[src/rtl/arb_pkg.sv]
package arb_pkg;

   typedef logic [1:0] thr_vec_t;

   localparam int unsigned NUM_THREADS = 2;

   // choose one thread from a request pair; pref breaks a tie
   function automatic thr_vec_t pick_one(input thr_vec_t req, input logic pref);
      if (req == 2'b11) begin
         return pref ? 2'b10 : 2'b01;
      end
      return req;
   endfunction

endpackage

[src/rtl/arb_share.sv]
module arb_share #(
   parameter int PRI_W  = 3,
   parameter int SLOT_W = (1 << PRI_W) - 1
) (
   input  logic [PRI_W-1:0]  pri0,
   input  logic [PRI_W-1:0]  pri1,
   input  logic [SLOT_W-1:0] slot,
   input  logic              rr_last,
   output logic              owed
);

   logic             hi;
   logic [PRI_W-1:0] diff;
   logic [PRI_W:0]   span_sh;
   logic [SLOT_W:0]  span_mask;
   logic             low_turn;

   always_comb begin
      hi        = (pri1 > pri0);
      diff      = hi ? (pri1 - pri0) : (pri0 - pri1);
      span_sh   = {1'b0, diff} + (PRI_W+1)'(1);
      span_mask = ((SLOT_W+1)'(1) << span_sh) - (SLOT_W+1)'(1);
      low_turn  = (({1'b0, slot} & span_mask) == '0);
      if (diff == '0) begin
         owed = ~rr_last;
      end else begin
         owed = low_turn ? ~hi : hi;
      end
   end

endmodule

[src/rtl/arb_throttle.sv]
module arb_throttle #(
   parameter int THROTTLE = 32,
   parameter int TH_W     = $clog2(THROTTLE)
) (
   input  logic clk,
   input  logic rst,
   input  logic lp_mode,
   input  logic fire,
   output logic open
);

   logic [TH_W-1:0] hold_q;

   assign open = (hold_q == '0);

   always_ff @(posedge clk) begin
      if (rst) begin
         hold_q <= '0;
      end else if (!lp_mode) begin
         hold_q <= '0;
      end else if (fire) begin
         hold_q <= TH_W'(THROTTLE - 1);
      end else if (hold_q != '0) begin
         hold_q <= hold_q - TH_W'(1);
      end
   end


   lp_exit_clear_chk: assert property (@(posedge clk) disable iff (rst)
      !$past(lp_mode) |-> open);

endmodule

[src/rtl/prio_dispatch_arb.sv]
module prio_dispatch_arb #(
   parameter int PRI_W    = 3,
   parameter int THROTTLE = 32
) (
   input  logic             clk,
   input  logic             rst,
   input  logic             single_mode,
   input  logic [1:0]       thr_active,
   input  logic [1:0]       thr_ready,
   input  logic [PRI_W-1:0] thr0_pri,
   input  logic [PRI_W-1:0] thr1_pri,
   output logic [1:0]       grant,
   output logic             low_power
);
   import arb_pkg::*;

   localparam int SLOT_W = (1 << PRI_W) - 1;
   localparam int TH_W   = $clog2(THROTTLE);
   localparam logic [PRI_W-1:0] PRI_LOW = PRI_W'(1);

   if (PRI_W < 2 || PRI_W > 4) begin : g_bad_pri
      $error("PRI_W must lie in 2..4");
   end
   if (THROTTLE < 2) begin : g_bad_thr
      $error("THROTTLE must be at least 2");
   end

   logic [PRI_W-1:0]  pri [NUM_THREADS];
   thr_vec_t          elig, req, next_grant;
   thr_vec_t          grant_q;
   logic              low_power_q;
   logic [SLOT_W-1:0] slot_q;
   logic              rr_last_q;
   logic              owner;
   logic              owed;
   logic              lp_mode;
   logic              open;
   logic              fire;

   assign pri[0] = thr0_pri;
   assign pri[1] = thr1_pri;
   assign owner  = thr_active[1] & ~thr_active[0];

   for (genvar i = 0; i < NUM_THREADS; i++) begin : g_thr
      assign elig[i] = single_mode ? (owner == 1'(i))
                                   : (thr_active[i] && (pri[i] != '0));
   end

   assign lp_mode = !single_mode && (thr0_pri == PRI_LOW) && (thr1_pri == PRI_LOW);

   arb_share #(.PRI_W(PRI_W), .SLOT_W(SLOT_W)) i_share (
      .pri0    (thr0_pri),
      .pri1    (thr1_pri),
      .slot    (slot_q),
      .rr_last (rr_last_q),
      .owed    (owed)
   );

   arb_throttle #(.THROTTLE(THROTTLE), .TH_W(TH_W)) i_throttle (
      .clk     (clk),
      .rst     (rst),
      .lp_mode (lp_mode),
      .fire    (fire),
      .open    (open)
   );

   always_comb begin
      req        = elig & thr_ready;
      next_grant = pick_one(req, owed);
      if (lp_mode && !open) begin
         next_grant = '0;
      end
   end

   assign fire = (next_grant != '0);

   always_ff @(posedge clk) begin
      if (rst) begin
         grant_q     <= '0;
         low_power_q <= 1'b0;
         slot_q      <= '0;
         rr_last_q   <= 1'b1;
      end else begin
         grant_q     <= next_grant;
         low_power_q <= lp_mode;
         slot_q      <= slot_q + SLOT_W'(1);
         if (fire) begin
            rr_last_q <= next_grant[1];
         end
      end
   end

   assign grant     = grant_q;
   assign low_power = low_power_q;

   // window checker: cycles since the last grant in low power, saturating
   logic [TH_W-1:0] gap_q;
   always_ff @(posedge clk) begin
      if (rst || !low_power) begin
         gap_q <= TH_W'(THROTTLE - 1);
      end else if (grant != '0) begin
         gap_q <= '0;
      end else if (gap_q != TH_W'(THROTTLE - 1)) begin
         gap_q <= gap_q + TH_W'(1);
      end
   end


   grant_onehot_chk: assert property (@(posedge clk) disable iff (rst)
      $onehot0(grant));

   grant_ready_chk: assert property (@(posedge clk) disable iff (rst)
      (grant & ~$past(thr_ready)) == 2'b00);

   stop0_chk: assert property (@(posedge clk) disable iff (rst)
      (grant[0] && !$past(single_mode)) |-> ($past(thr0_pri) != '0 && $past(thr_active[0])));

   stop1_chk: assert property (@(posedge clk) disable iff (rst)
      (grant[1] && !$past(single_mode)) |-> ($past(thr1_pri) != '0 && $past(thr_active[1])));

   single_owner_chk: assert property (@(posedge clk) disable iff (rst)
      ($past(single_mode) && grant != '0) |->
         (grant == (($past(thr_active) == 2'b10) ? 2'b10 : 2'b01)));

   lp_window_chk: assert property (@(posedge clk) disable iff (rst)
      (low_power && grant != '0) |-> (gap_q == TH_W'(THROTTLE - 1)));

endmodule

[config.mk]
export PLATFORM = sky130hd
export DESIGN_NAME = prio_dispatch_arb
export DESIGN_NICKNAME = d
export VERILOG_FILES = /design/src/rtl/arb_pkg.sv /design/src/rtl/arb_share.sv /design/src/rtl/arb_throttle.sv /design/src/rtl/prio_dispatch_arb.sv
export SDC_FILE = /design/constraint.sdc
export NUM_CORES = 1
export LEC_CHECK = 0
export ABC_AREA = 1
export BUFFER_PORTS_ARGS = -buffer_cell sky130_fd_sc_hd__buf_2
export CAP_MARGIN = 0
export CORE_UTILIZATION = 45
export DETAILED_ROUTE_END_ITERATION = 7
export MAX_ROUTING_LAYER = met4
export PLACE_DENSITY = 0.72
export REMOVE_ABC_BUFFERS = 1
export SYNTH_ARGS = -nofsm -noshare
export SYNTH_HDL_FRONTEND = slang
export SYNTH_SLANG_ARGS = --single-unit
export TNS_END_PERCENT = 50
[constraint.sdc]
create_clock -name clk -period 7 [get_ports clk]
set_input_delay 1.4 -clock clk [delete_from_list [all_inputs] [get_ports clk]]
set_output_delay 1.4 -clock clk [all_outputs]
set_load 0.02 [all_outputs]
# Word-level counts from Yosys, hierarchy flattened
# Cells that the tools add are included.
[op_classes]
addsub = 6
mul = 0
n_div = 0
n_lt_le_gt_ge = 1
eq_ne = 3
n_shift = 1
n_mux = 12
bitwise = 8
n_reduce_logical = 16
[op_table]
columns = ["operator", "count"]
rows = [
  ["$mux W5", 2],
  ["$and A7 B8 Y8", 1],
  ["$logic_not A8 Y1", 1],
  ["$mux W2", 4],
  ["$shl A1 B4 Y8 const A", 1],
  ["$sub A8 B2 Y8 const B", 1],
  ["$add A7 B1 Y7 const B", 1],
  ["$eq A3 B1 Y1 const B", 2],
  ["$reduce_bool A3 Y1", 2],
  ["$sub A3 B3 Y3", 2],
  ["$logic_and A1 B1 Y1", 5],
  ["$logic_not A5 Y1", 1],
  ["$mux W1", 5],
  ["$not A1 Y1", 5],
  ["$reduce_bool A5 Y1", 1],
  ["$sub A5 B1 Y5 const B", 1],
  ["$add A3 B1 Y4 const B", 1],
  ["$reduce_bool A2 Y1", 2],
  ["$gt A3 B3 Y1", 1],
  ["$logic_not A3 Y1", 1],
  ["$mux W3", 1],
  ["$and A2 B2 Y2", 1],
  ["$eq A2 B2 Y1 const B", 1],
  ["$logic_not A1 Y1", 2],
  ["other kinds (2)", 2],
]
[word_totals]
ff_bits = 16
latchBits = 0
ramBits = 0
rom_bits = 0
inputBits = 13
output_inout_bits = 3
word_cells = 52
memories = 0

# Longest topological paths before layout
# Gate-level depths: netlist (run 1).
[depth]
ltp_word = 15
mapped_depth = 25
depth_no_buf = 25

# Cells and area by module
# From an unflattened synthesis (run 1), not the netlist that was laid out.
[hier_totals]
cells_unflattened = 185
hier_area_um2 = 1241.2
[modules_own_cells]
columns = ["mod", "instances", "cells_each", "area_each_um2", "seq_area_each_um2"]
rows = [
  ["prio_dispatch_arb", 1, 71, 529.3, 220.2],
  ["arb_share", 1, 71, 421.7, 0.0],
  ["arb_throttle", 1, 43, 290.3, 100.1],
]

# Worst setup path after synthesis (run 1)
# No wires, ideal clock.
[synth_path]
kind = "input-to-reg"
from = "in thr1_pri[0]"
to = "reg i_throttle.hold_q[1]"
setup_time_ps = 109
arrival_ps = 3705
required_time_ps = 6891
slack_ps = 3185
stages = 23
path_buffers = 0
cell_sequence = "inv_1 ha_1 inv_2 fa_1 xor2_1 nand3_1 nand3_1 a21oi_1 inv_1 ha_1 nor2_1 nor2_1 nand2_1 nor2_2 nand3_1 nand2_1 nand3_2 nand2_2 nand2_2 nand2_4 nand3_1 nand2_1 inv_1"
[synth_between]
elab_chain_len = 15
elab_cells_between_ends = 31
cone_classes = "add/sub: 4; order compare: 1; eq/ne: 2; shift: 1; mux: 10; bitwise: 4; reduce/logical: 9"
[synth_lines]
columns = ["element", "line_no", "source"]
rows = [
  ["from (decl)", "prio_dispatch_arb.sv:11", "input logic [PRI_W-1:0] thr1_pri,"],
  ["$sub A3 B3 Y3 / $gt A3 B3 Y1 (equally long branches)", "arb_share.sv:20, arb_share.sv:19", ""],
  ["$mux W3", "arb_share.sv:20", "diff = hi ? (pri1 - pri0) : (pri0 - pri1);"],
  ["$add A3 B1 Y4", "arb_share.sv:21", "span_sh = {1'b0, diff} + (PRI_W+1)'(1);"],
  ["$shl A1 B4 Y8", "arb_share.sv:22", "span_mask = ((SLOT_W+1)'(1) << span_sh) - (SLOT_W+1)'(1);"],
  ["$sub A8 B2 Y8", "arb_share.sv:22", ""],
  ["$and A7 B8 Y8", "arb_share.sv:23", "low_turn = (({1'b0, slot} & span_mask) == '0);"],
  ["$logic_not A8 Y1", "arb_share.sv:23", ""],
  ["$mux W1", "arb_share.sv:27", "owed = low_turn ? ~hi : hi;"],
  ["$mux W1", "arb_share.sv:24", "if (diff == '0) begin"],
  ["$mux W2", "arb_pkg.sv:10", "return pref ? 2'b10 : 2'b01;"],
  ["$mux W2", "arb_pkg.sv:9", "if (req == 2'b11) begin"],
  ["$mux W2", "arb_pkg.sv:12", "return req;"],
  ["$mux W2", "prio_dispatch_arb.sv:70", "if (lp_mode && !open) begin"],
  ["$reduce_bool A2 Y1", "prio_dispatch_arb.sv:75", "assign fire = (next_grant != '0);"],
  ["$mux W5 / $reduce_bool A2 Y1 (equally long branches)", "--", ""],
  ["to (signal assigned)", "arb_throttle.sv:22", "hold_q <= TH_W'(THROTTLE - 1);"],
  ["to (signal assigned)", "arb_throttle.sv:24", "hold_q <= hold_q - TH_W'(1);"],
  ["to (decl)", "arb_throttle.sv:12", "logic [TH_W-1:0] hold_q;"],
]
# Parallel ways exist; a longest one is shown, timed or not. The select of a mux whose other input is x is not followed.
# A chain may end at the register's enable or synchronous reset.

# Worst setup path after layout (run 1)
[layout_path]
from = "in thr1_pri[0]"
to = "reg i_throttle.hold_q[4]"
# Same word-level chain as after synthesis.

==> metrics.cfg, run 1 <==
[cells_and_area]
final_net_count = 213
area.growth.synth_to_final_pct = 11.3
final_layout_size_suffix_gt1_share_pct = 18.4
diodes = 0

[floorplan]
boundaryPins = 16
core-area_mm2 = 0.00248
fp.dieW_um = 53.4
start_util_pct = 48.0
die_h_um = 53.4
num_rows = 18
die-area_mm2 = 0.00285

[clock_network]
cts-htree-levels = 1
root_buffer = clkbuf_4
post_cts_buffers = 0
clock_sinks = 16
hold_buffers = 0
cts_tree = built
cts_resized = 0
clk-insertion-delay-late_ns = 0.29
cts_buffers = 3
clkTransAtPathRegs_ns = 0.09
cts_max_path_buffers = 2

[run]
drv_cap = 0

[global_route]
grt_max_degree = 10
grt_pass1_wl_mm = 3.91
grt_pass1_vias = 1050
overflow = 0
grt_antenna_before_repair = 0
track_usage_pct = 19.1

[timing]
fmax_mhz = 256
finalWorstSetupSlack_ns = 3.10
fin_setup_tns_ns = 0
slew_viol_final = 0
hold_viol = 0
rsz0062_at_grt = no
fin_crit_ns = 3.90
setup_viol_count_final = 0
finalClockSkew_ns = 0.00374
min_period_over_period_pct = 55.7

[critical_path]
cp_common_cell = nand3_1
cp-start-kind = input port
end_kind = register
cpMaxStageDelayCell = fa_1
crit_fanout = 7
r2r_start = i_throttle.hold_q[0]$_SDFFE_PP0P_
slowest_delay_ns = 0.41
arrival_ns = 4.10
worstSetupPathType = in2reg
crit_start = thr1_pri[0]
crit_required_ns = 7.20

[synth]
synthCells = 173
synth_top_family_by_area = simple AND/OR/NAND/NOR gates
syn_area_mm2 = 0.00119
ys_warn_count = 0
yosysUniqueCellTypes = 26
muxShareOfSynthArea_pct = 0
synth_compound_area_share_pct = 7.78
synth-seq-cells = 16
synth_xor_area_share_pct = 3.68
synth_fa_ha_area_share_pct = 10.7
ys_seq_area_share_pct = 26.9
yosys.area_share.simple_pct = 38.0
syn_avg_cell_area_um2 = 6.88

[detailed_routing]
ant_nets = 0
wirelength_mm = 2.18
wl_per_cell_um = 9.90
dr.pass1.iters = 4
drt_iter0_markers = 22
remaining_drc_errors = 0
viasPerCell = 5.00
vias = 1099

[hold_path]
hp-class = reg2reg
hold_start = slot_q[0]$_SDFF_PP0_

[placement]
dp_slack_ns = 2.81
gp_congestion = 0.792
io_buffers = 15
hpwl_mm = 1.75

[outcome]
outcome = completed

[pwr]
ir_worst_vdd_v = 0.000136
power_density_mw_per_mm2 = 169
p_leak_nw = 0.678

worst max-delay path, delay by kind of cell:
family          cells  cell delay [ns]
fa+ha+maj           3             0.79
simple gates       14             1.14
xor+xnor            1             0.18
buf+inv             6             0.45
compound gates      1             0.14
cell usage in the layout, fill, tap and decap left out, drive strengths merged:
master   n
xnor2    1
dfxtp   16
ha       7
inv     36
nor2    19
nand3   26
fa       2
xor2     4
nand2   36
nor3     2
buf     15
a21oi    9
o211a    1
a31oi    1
o21ai    4
nor4     3
clkbuf   4
conb     1
nand4    3
registers in the layout, summed over array words and instances (netlist names):
register and flops:
rr_last_q 1, i_throttle.hold_q 5, low_power 1, slot_q 7
grant 2
cell families after synthesis:
group	count (synthesis)
buffers and inverters	38
DFF	16
adders and majority gates	9
AOI/OAI and AO/OA	15
xor gates and xnor gates	5
and+or+nand+nor	89
other	1
Yosys cell counts, drive strengths merged:
cell type	count	area [um^2]
a21oi	9	56.3
o211a	1	10.0
buf	1	11.3
nor2	19	73.8
nand4	3	18.8
nand2	36	173
conb	1	3.75
clkbuf	1	3.75
fa	2	40.0
ha	7	87.6
o21ai	4	20.0
a31oi	1	6.26
nor4	3	18.8
xor2	4	35.0
inv	36	135
dfxtp	16	320
xnor2	1	8.76
nor3	2	10.0
nand3	26	158
metrics by stage:
step	instances	hold slack, ns	instance area, um^2	total power, W	utilization, %
floorplan	171	0.430	1170	0.000149	-
global placement	216	0.449	1290	0.000161	52.0
detailed placement	216	0.461	1290	0.000163	52.0
CTS	220	0.484	1320	0.000226	53.4
global route	220	0.520	1320	0.000237	53.4
finish	220	0.479	1320	0.000223	53.4
final cells by class:
class                      instances  area, um^2
clock buffer                       4        36.3
fill                             256        1150
inverter                          36         135
multi-input combinational        119         719
sequential                        16         320
tap                               30        37.5
timing repair buffer              15        75.1
metal layers:
layer / part of all wire (%) / GRT usage [%]
met1: 48 / 22.1
met2: 47 / 31.7
met3: 2.8 / 2.59
met4: 1.9 / 10.1
met5: 0 / -
report_power, final:
part / internal (W) / switching (W)
Sequential: 0.0000936 / 0.00000186
Clock: 0.0000317 / 0.0000300
Combinational: 0.0000251 / 0.0000409
final timing paths:
kind	to	slack (ns)	depth (start not counted)
max	i_throttle.hold_q[4]$_SDFFE_PP0P_	3.10	25
min	slot_q[0]$_SDFF_PP0_	0.48	1
max reg2reg	i_throttle.hold_q[4]$_SDFFE_PP0P_	5.42	10
min reg2reg	slot_q[0]$_SDFF_PP0_	0.48	1
Note: power is estimated with default switching activity, not from simulation.
==> run 2: changes to the inputs <==
==> constraint.sdc (replaced) <==
create_clock -name clk -period 3.9 [get_ports clk]
set_input_delay 0.78 -clock clk [delete_from_list [all_inputs] [get_ports clk]]
set_output_delay 0.78 -clock clk [all_outputs]
set_load 0.02 [all_outputs]
==> metrics.cfg, run 2 (synthesis results as in run 1) <==
[outcome]
outcome = completed

[timing]
finalClockSkew_ns = 0.00364
slew_viol_final = 0
setup_viol_count_final = 0
min_period_over_period_pct = 85.6
hold_viol = 0
fin_setup_tns_ns = 0
timing.hold.ws_ns = 0.482
fin_crit_ns = 3.34
rsz0062_at_grt = no
fmax_mhz = 299

[critical_path]
crit_fanout = 7
ff2ff_setup_slack_ns = 2.25
r2r-end = i_throttle.hold_q[2]$_SDFFE_PP0P_
crit_required_ns = 4.08
worstSetupPathType = in2reg
rr_worst_depth = 10
r2r_start = i_throttle.hold_q[0]$_SDFFE_PP0P_
cp-start-kind = input port
arrival_ns = 3.52
end_kind = register

[pwr]
comb_power_share_pct = 30.1
p_clk_share_pct = 26.6
p_int_w = 0.000270
ir_worst_vdd_v = 0.000276
power_density_mw_per_mm2 = 299
p_leak_nw = 0.678
p_switching_w = 0.000126
swShare_pct = 31.8
pwr-share-seq_pct = 43.3

[placement]
gp_congestion = 0.793
placed_cells = 216
io_buffers = 15
hpwl_mm = 1.84

[clock_network]
clk-insertion-delay-late_ns = 0.27
cts_tree = built
cts_resized = 0
post_cts_buffers = 0
hold_buffers = 0
cts-htree-levels = 1
cts_buffers = 3
root_buffer = clkbuf_4
clkTransAtPathRegs_ns = 0.09
clock_sinks = 16
cts_max_path_buffers = 2

[global_route]
grt_antenna_before_repair = 0
grt_pass1_wl_mm = 3.48
grt_max_degree = 10
grt_pass1_vias = 884
track_usage_pct = 16.7
overflow = 0

[hold_path]
min_path_cells = 1
min_to = slot_q[0]$_SDFF_PP0_
hold_start = slot_q[0]$_SDFF_PP0_
hp-class = reg2reg

[cells_and_area]
layout_common_cells = 35 x inv_1, 27 x nand2_1, 22 x nand3_1
final_layout_size_suffix_gt1_share_pct = 18.4
largest_register = slot_q
final_common_cell = inv_1
final-instance-count-excl-fill = 220
final_net_count = 213
diodes = 0
area.growth.synth_to_final_pct = 11.3
largest_reg_flops = 7

[floorplan]
num_rows = 18
die_h_um = 53.4
core-area_mm2 = 0.00248
boundaryPins = 16
start_util_pct = 48.0
die-area_mm2 = 0.00285
fp.dieW_um = 53.4

[detailed_routing]
ant_nets = 0
wl_per_cell_um = 10.1
drt_iter0_markers = 27
viasPerCell = 4.95
wirelength_mm = 2.23
remaining_drc_errors = 0
dr.pass1.iters = 4
routedLengthMet1_mm = 1.06
vias = 1090
dr_wl_met3_um = 57
wl_met2_mm = 1.09
highest_layer = met4

[run]
drv_cap = 0

run 2: cell counts in the layout (fill, tap and decap cells not counted):
No cell type changed its count.
run 2: cell type report:
cell class	instances	area, um^2
clock buffer	4	36.3
fill	246	1150
inverter	36	135
multi-input combinational	119	719
sequential	16	320
tap	30	37.5
timing repair buffer	15	75.1
run 2: how the worst max path moves through the flow:
stage | startpoint | endpoint | slack [ns] | cells past startpoint
finish | thr1_pri[0] | i_throttle.hold_q[2]$_SDFFE_PP0P_ | 0.56 | 24
global placement | thr1_pri[0] | i_throttle.hold_q[2]$_SDFFE_PP0P_ | 0.36 | 24
floorplan | thr1_pri[0] | i_throttle.hold_q[1]$_SDFFE_PP0P_ | 0.69 | 23
CTS | thr1_pri[0] | i_throttle.hold_q[2]$_SDFFE_PP0P_ | 0.55 | 24
global route | thr1_pri[0] | i_throttle.hold_q[3]$_SDFFE_PP0P_ | 0.29 | 24
detailed placement | thr1_pri[0] | i_throttle.hold_q[2]$_SDFFE_PP0P_ | 0.26 | 24
run 2: through the flow:
step	area (um^2)	utilization [%]	worst slack (ns)	total power [W]
after floorplan	1170	-	0.691	0.000267
after global placement	1290	52.0	0.360	0.000290
final	1320	53.4	0.561	0.000396
after detailed placement	1290	52.0	0.262	0.000294
after global routing	1320	53.4	0.290	0.000421
after CTS	1320	53.4	0.551	0.000399
run 2: per-layer routing:
layer / GRT usage, % / up-vias
li1: - / 577
met1: 20.8 / 496
met2: 28.3 / 15
met3: 2.59 / 2
met4: 3.51 / 0
met5: - / -
run 2: power by group through the flow:
stage | clock network [W] | logic [W] | registers (W)
floorplan | 0 | 0.0000910 | 0.000176
global placement | 0 | 0.000115 | 0.000175
detailed placement | 0 | 0.000119 | 0.000175
CTS | 0.000108 | 0.000120 | 0.000171
global route | 0.000115 | 0.000134 | 0.000172
finish | 0.000105 | 0.000119 | 0.000171
run 2: critical path, stage by stage:
cell and delay [ns]:
buf_2 0.11, inv_1 0.09, ha_1 0.16, inv_2 0.05, fa_1 0.41, xor2_1 0.18
nand3_1 0.10, nand3_1 0.13, a21oi_1 0.14, inv_1 0.09, ha_1 0.28, nor2_1 0.04
nor2_1 0.08, nand2_1 0.07, nor2_2 0.12, nand3_1 0.07, nand2_1 0.07, nand3_2 0.06
nand2_2 0.10, nand2_2 0.07, nand2_4 0.09, nand3_1 0.09, nand2_1 0.08, inv_1 0.04
==> run 3: changes to the inputs <==
--- a/config.mk
+++ b/config.mk
@@ -7,7 +7,7 @@
 export LEC_CHECK = 0
 export ABC_AREA = 1
 export BUFFER_PORTS_ARGS = -buffer_cell sky130_fd_sc_hd__buf_2
-export CAP_MARGIN = 0
+export CORE_ASPECT_RATIO = 1.4
 export CORE_UTILIZATION = 45
 export DETAILED_ROUTE_END_ITERATION = 7
 export MAX_ROUTING_LAYER = met4
@@ -15,5 +15,6 @@
 export REMOVE_ABC_BUFFERS = 1
 export SYNTH_ARGS = -nofsm -noshare
 export SYNTH_HDL_FRONTEND = slang
+export SYNTH_HIERARCHICAL = 1
 export SYNTH_SLANG_ARGS = --single-unit
 export TNS_END_PERCENT = 50
==> metrics.cfg, run 3 <==
[floorplan]
die_h_um = 64.1
start_util_pct = 47.5
boundaryPins = 16
core-area_mm2 = 0.00262
die-area_mm2 = 0.00298
num_rows = 22
fp.dieW_um = 46.4

[synth]
synth-main-ff-cell = dfxtp_1
syn_avg_cell_area_um2 = 6.71
yosys.area.top_type = dfxtp_1
synth_area_leaders = dfxtp_1 26%, nand2_1 12%, inv_1 10%
ys_warn_count = 6
netlist_top_cells_count = 39 x nand2_1, 34 x inv_1, 20 x nand3_1
yosysUniqueCellTypes = 29
synthArstFlopShare_pct = 0
synthCells = 185
synth_edf_count = 0
ys_seq_area_share_pct = 25.8
syn_area_mm2 = 0.00124
yosysTopAreaCellShare_pct = 25.8
synth-seq-cells = 16
synth_most_common_cell = nand2_1

[clock_network]
cts-htree-levels = 1
root_buffer = clkbuf_4
cts_buffers = 3
cts_tree = built
clk-insertion-delay-late_ns = 0.28
cts_max_path_buffers = 2
post_cts_buffers = 0
hold_buffers = 0
clkTransAtPathRegs_ns = 0.09
clock_sinks = 16
cts_resized = 0

[timing]
fin_crit_ns = 3.28
setup_viol_count_final = 0
min_period_over_period_pct = 84.2
rsz0062_at_grt = no
hold_viol = 0
slew_viol_final = 0
fin_setup_tns_ns = 0
timing.hold.ws_ns = 0.469
finalClockSkew_ns = 0.00141
fmax_mhz = 305

[critical_path]
crit_fanout = 4
r2r-end = i_throttle/hold_q[0]$_SDFFE_PP0P_
ff2ff_setup_slack_ns = 2.22
worstSetupPathType = in2reg
crit_required_ns = 4.08
rr_worst_depth = 12
cp-start-kind = input port
arrival_ns = 3.46
end_kind = register
r2r_start = i_throttle/hold_q[0]$_SDFFE_PP0P_

[pwr]
p_leak_nw = 0.724
power_density_mw_per_mm2 = 288
power_w = 0.000401
ir_worst_vdd_v = 0.000186

[global_route]
grt_antenna_before_repair = 0
track_usage_pct = 18.5
overflow = 0
grt_pass1_vias = 1052
grt_max_degree = 11
grt_pass1_wl_mm = 4.01

[cells_and_area]
final_util_pct = 53.3
final_net_count = 226
layout_common_cells = 39 x nand2_1, 34 x inv_1, 20 x nand3_1
diodes = 0
largest_register = slot_q
area.growth.synth_to_final_pct = 12.2
final-instance-count-excl-fill = 239
largest_reg_flops = 7
final_layout_size_suffix_gt1_share_pct = 23.2
final_common_cell = nand2_1

[detailed_routing]
dr.pass1.iters = 4
remaining_drc_errors = 0
wirelength_mm = 2.17
drt_iter0_markers = 21
wl_per_cell_um = 9.08
viasPerCell = 4.63
ant_nets = 0
vias = 1106

[placement]
gp_congestion = 0.866
placed_cells = 235
io_buffers = 15
hpwl_mm = 1.84

[outcome]
outcome = completed

[hold_path]
min_to = slot_q[0]$_SDFF_PP0_
hold_start = slot_q[0]$_SDFF_PP0_
min_path_cells = 1
hp-class = reg2reg

[run]
drv_cap = 0

## run 3: cell types whose count changed after synthesis, moves of 3 or more
cell,previous run,this run
nor2_4,0,3
nor2_2,1,4
nor4_1,3,0
nor2_1,18,11
nand2_2,6,9
nand2_1,27,39
## run 3: power breakdown
part / internal, W / total, W / switching, W / leakage (nW)
logic: 0.0000448 / 0.000121 / 0.0000761 / 0.573
clock network: 0.0000568 / 0.000109 / 0.0000521 / 0.0210
registers: 0.000168 / 0.000172 / 0.00000318 / 0.130
## run 3: critical path: stages
cell,delay (ns)
buf_2,0.12
inv_1,0.05
ha_1,0.13
inv_1,0.06
fa_1,0.37
xnor2_1,0.19
nand3_1,0.13
nand2_2,0.12
nand3_2,0.11
ha_1,0.29
inv_1,0.03
a21oi_1,0.13
nand2_1,0.07
inv_1,0.04
nand2_1,0.05
nor2_1,0.08
nand2_1,0.06
inv_1,0.06
nand2_1,0.05
nand2_1,0.05
nand2_1,0.06
nand2_1,0.06
nand2_1,0.04
inv_1,0.07
nand3_1,0.08
nand2_2,0.09
nand3_1,0.07
## run 3: metal layers
layer  wire length, um  track usage (%)  up-vias
met5                 0                -        -
met4                17             7.72        0
met3                35             2.54        2
met2              1180             32.1        9
met1               934             19.6      484
li1                  -                -      611
## run 3: worst max path at each step
stage	from	endpoint	slack, ns	depth (start not counted)
finish	thr1_pri[0]	rr_last_q$_SDFFE_PP1P_	0.62	27
global route	thr1_pri[0]	rr_last_q$_SDFFE_PP1P_	0.26	27
CTS	thr1_pri[0]	rr_last_q$_SDFFE_PP1P_	0.58	27
detailed placement	thr1_pri[0]	rr_last_q$_SDFFE_PP1P_	0.28	27
global placement	thr1_pri[0]	rr_last_q$_SDFFE_PP1P_	0.30	27
floorplan	thr1_pri[0]	rr_last_q$_SDFFE_PP1P_	0.73	26
## run 3: through the flow
| step | cell area (um^2) | setup slack, ns |
|---|---|---|
| 3_5_place_dp | 1360 | 0.278 |
| 4_1_cts | 1390 | 0.584 |
| 3_3_place_gp | 1360 | 0.298 |
| 5_1_grt | 1390 | 0.256 |
| 2_1_floorplan | 1240 | 0.733 |
| 6_report | 1390 | 0.617 |
## run 3: kinds of logic (layout without fill, tap and decap cells)
logic type,count (synthesis),count (layout),share of synthesized area [%]
AND/OR/NAND/NOR,103,103,43.0
AO/OA/AOI/OAI,14,14,6.55
XOR/XNOR,3,3,2.12
adder cells (fa/ha/maj),9,9,10.3
buffers and inverters,39,57,11.9
other,1,1,0.302
flip-flops,16,16,25.8
## run 3: area by class of cell
type	count	area, um^2
inverters	38	143
fillers	275	1220
clock buffers	4	36.3
flip-flops and latches	16	320
multi-input cells	130	773
repair buffers	15	75.1
well taps	36	45.0
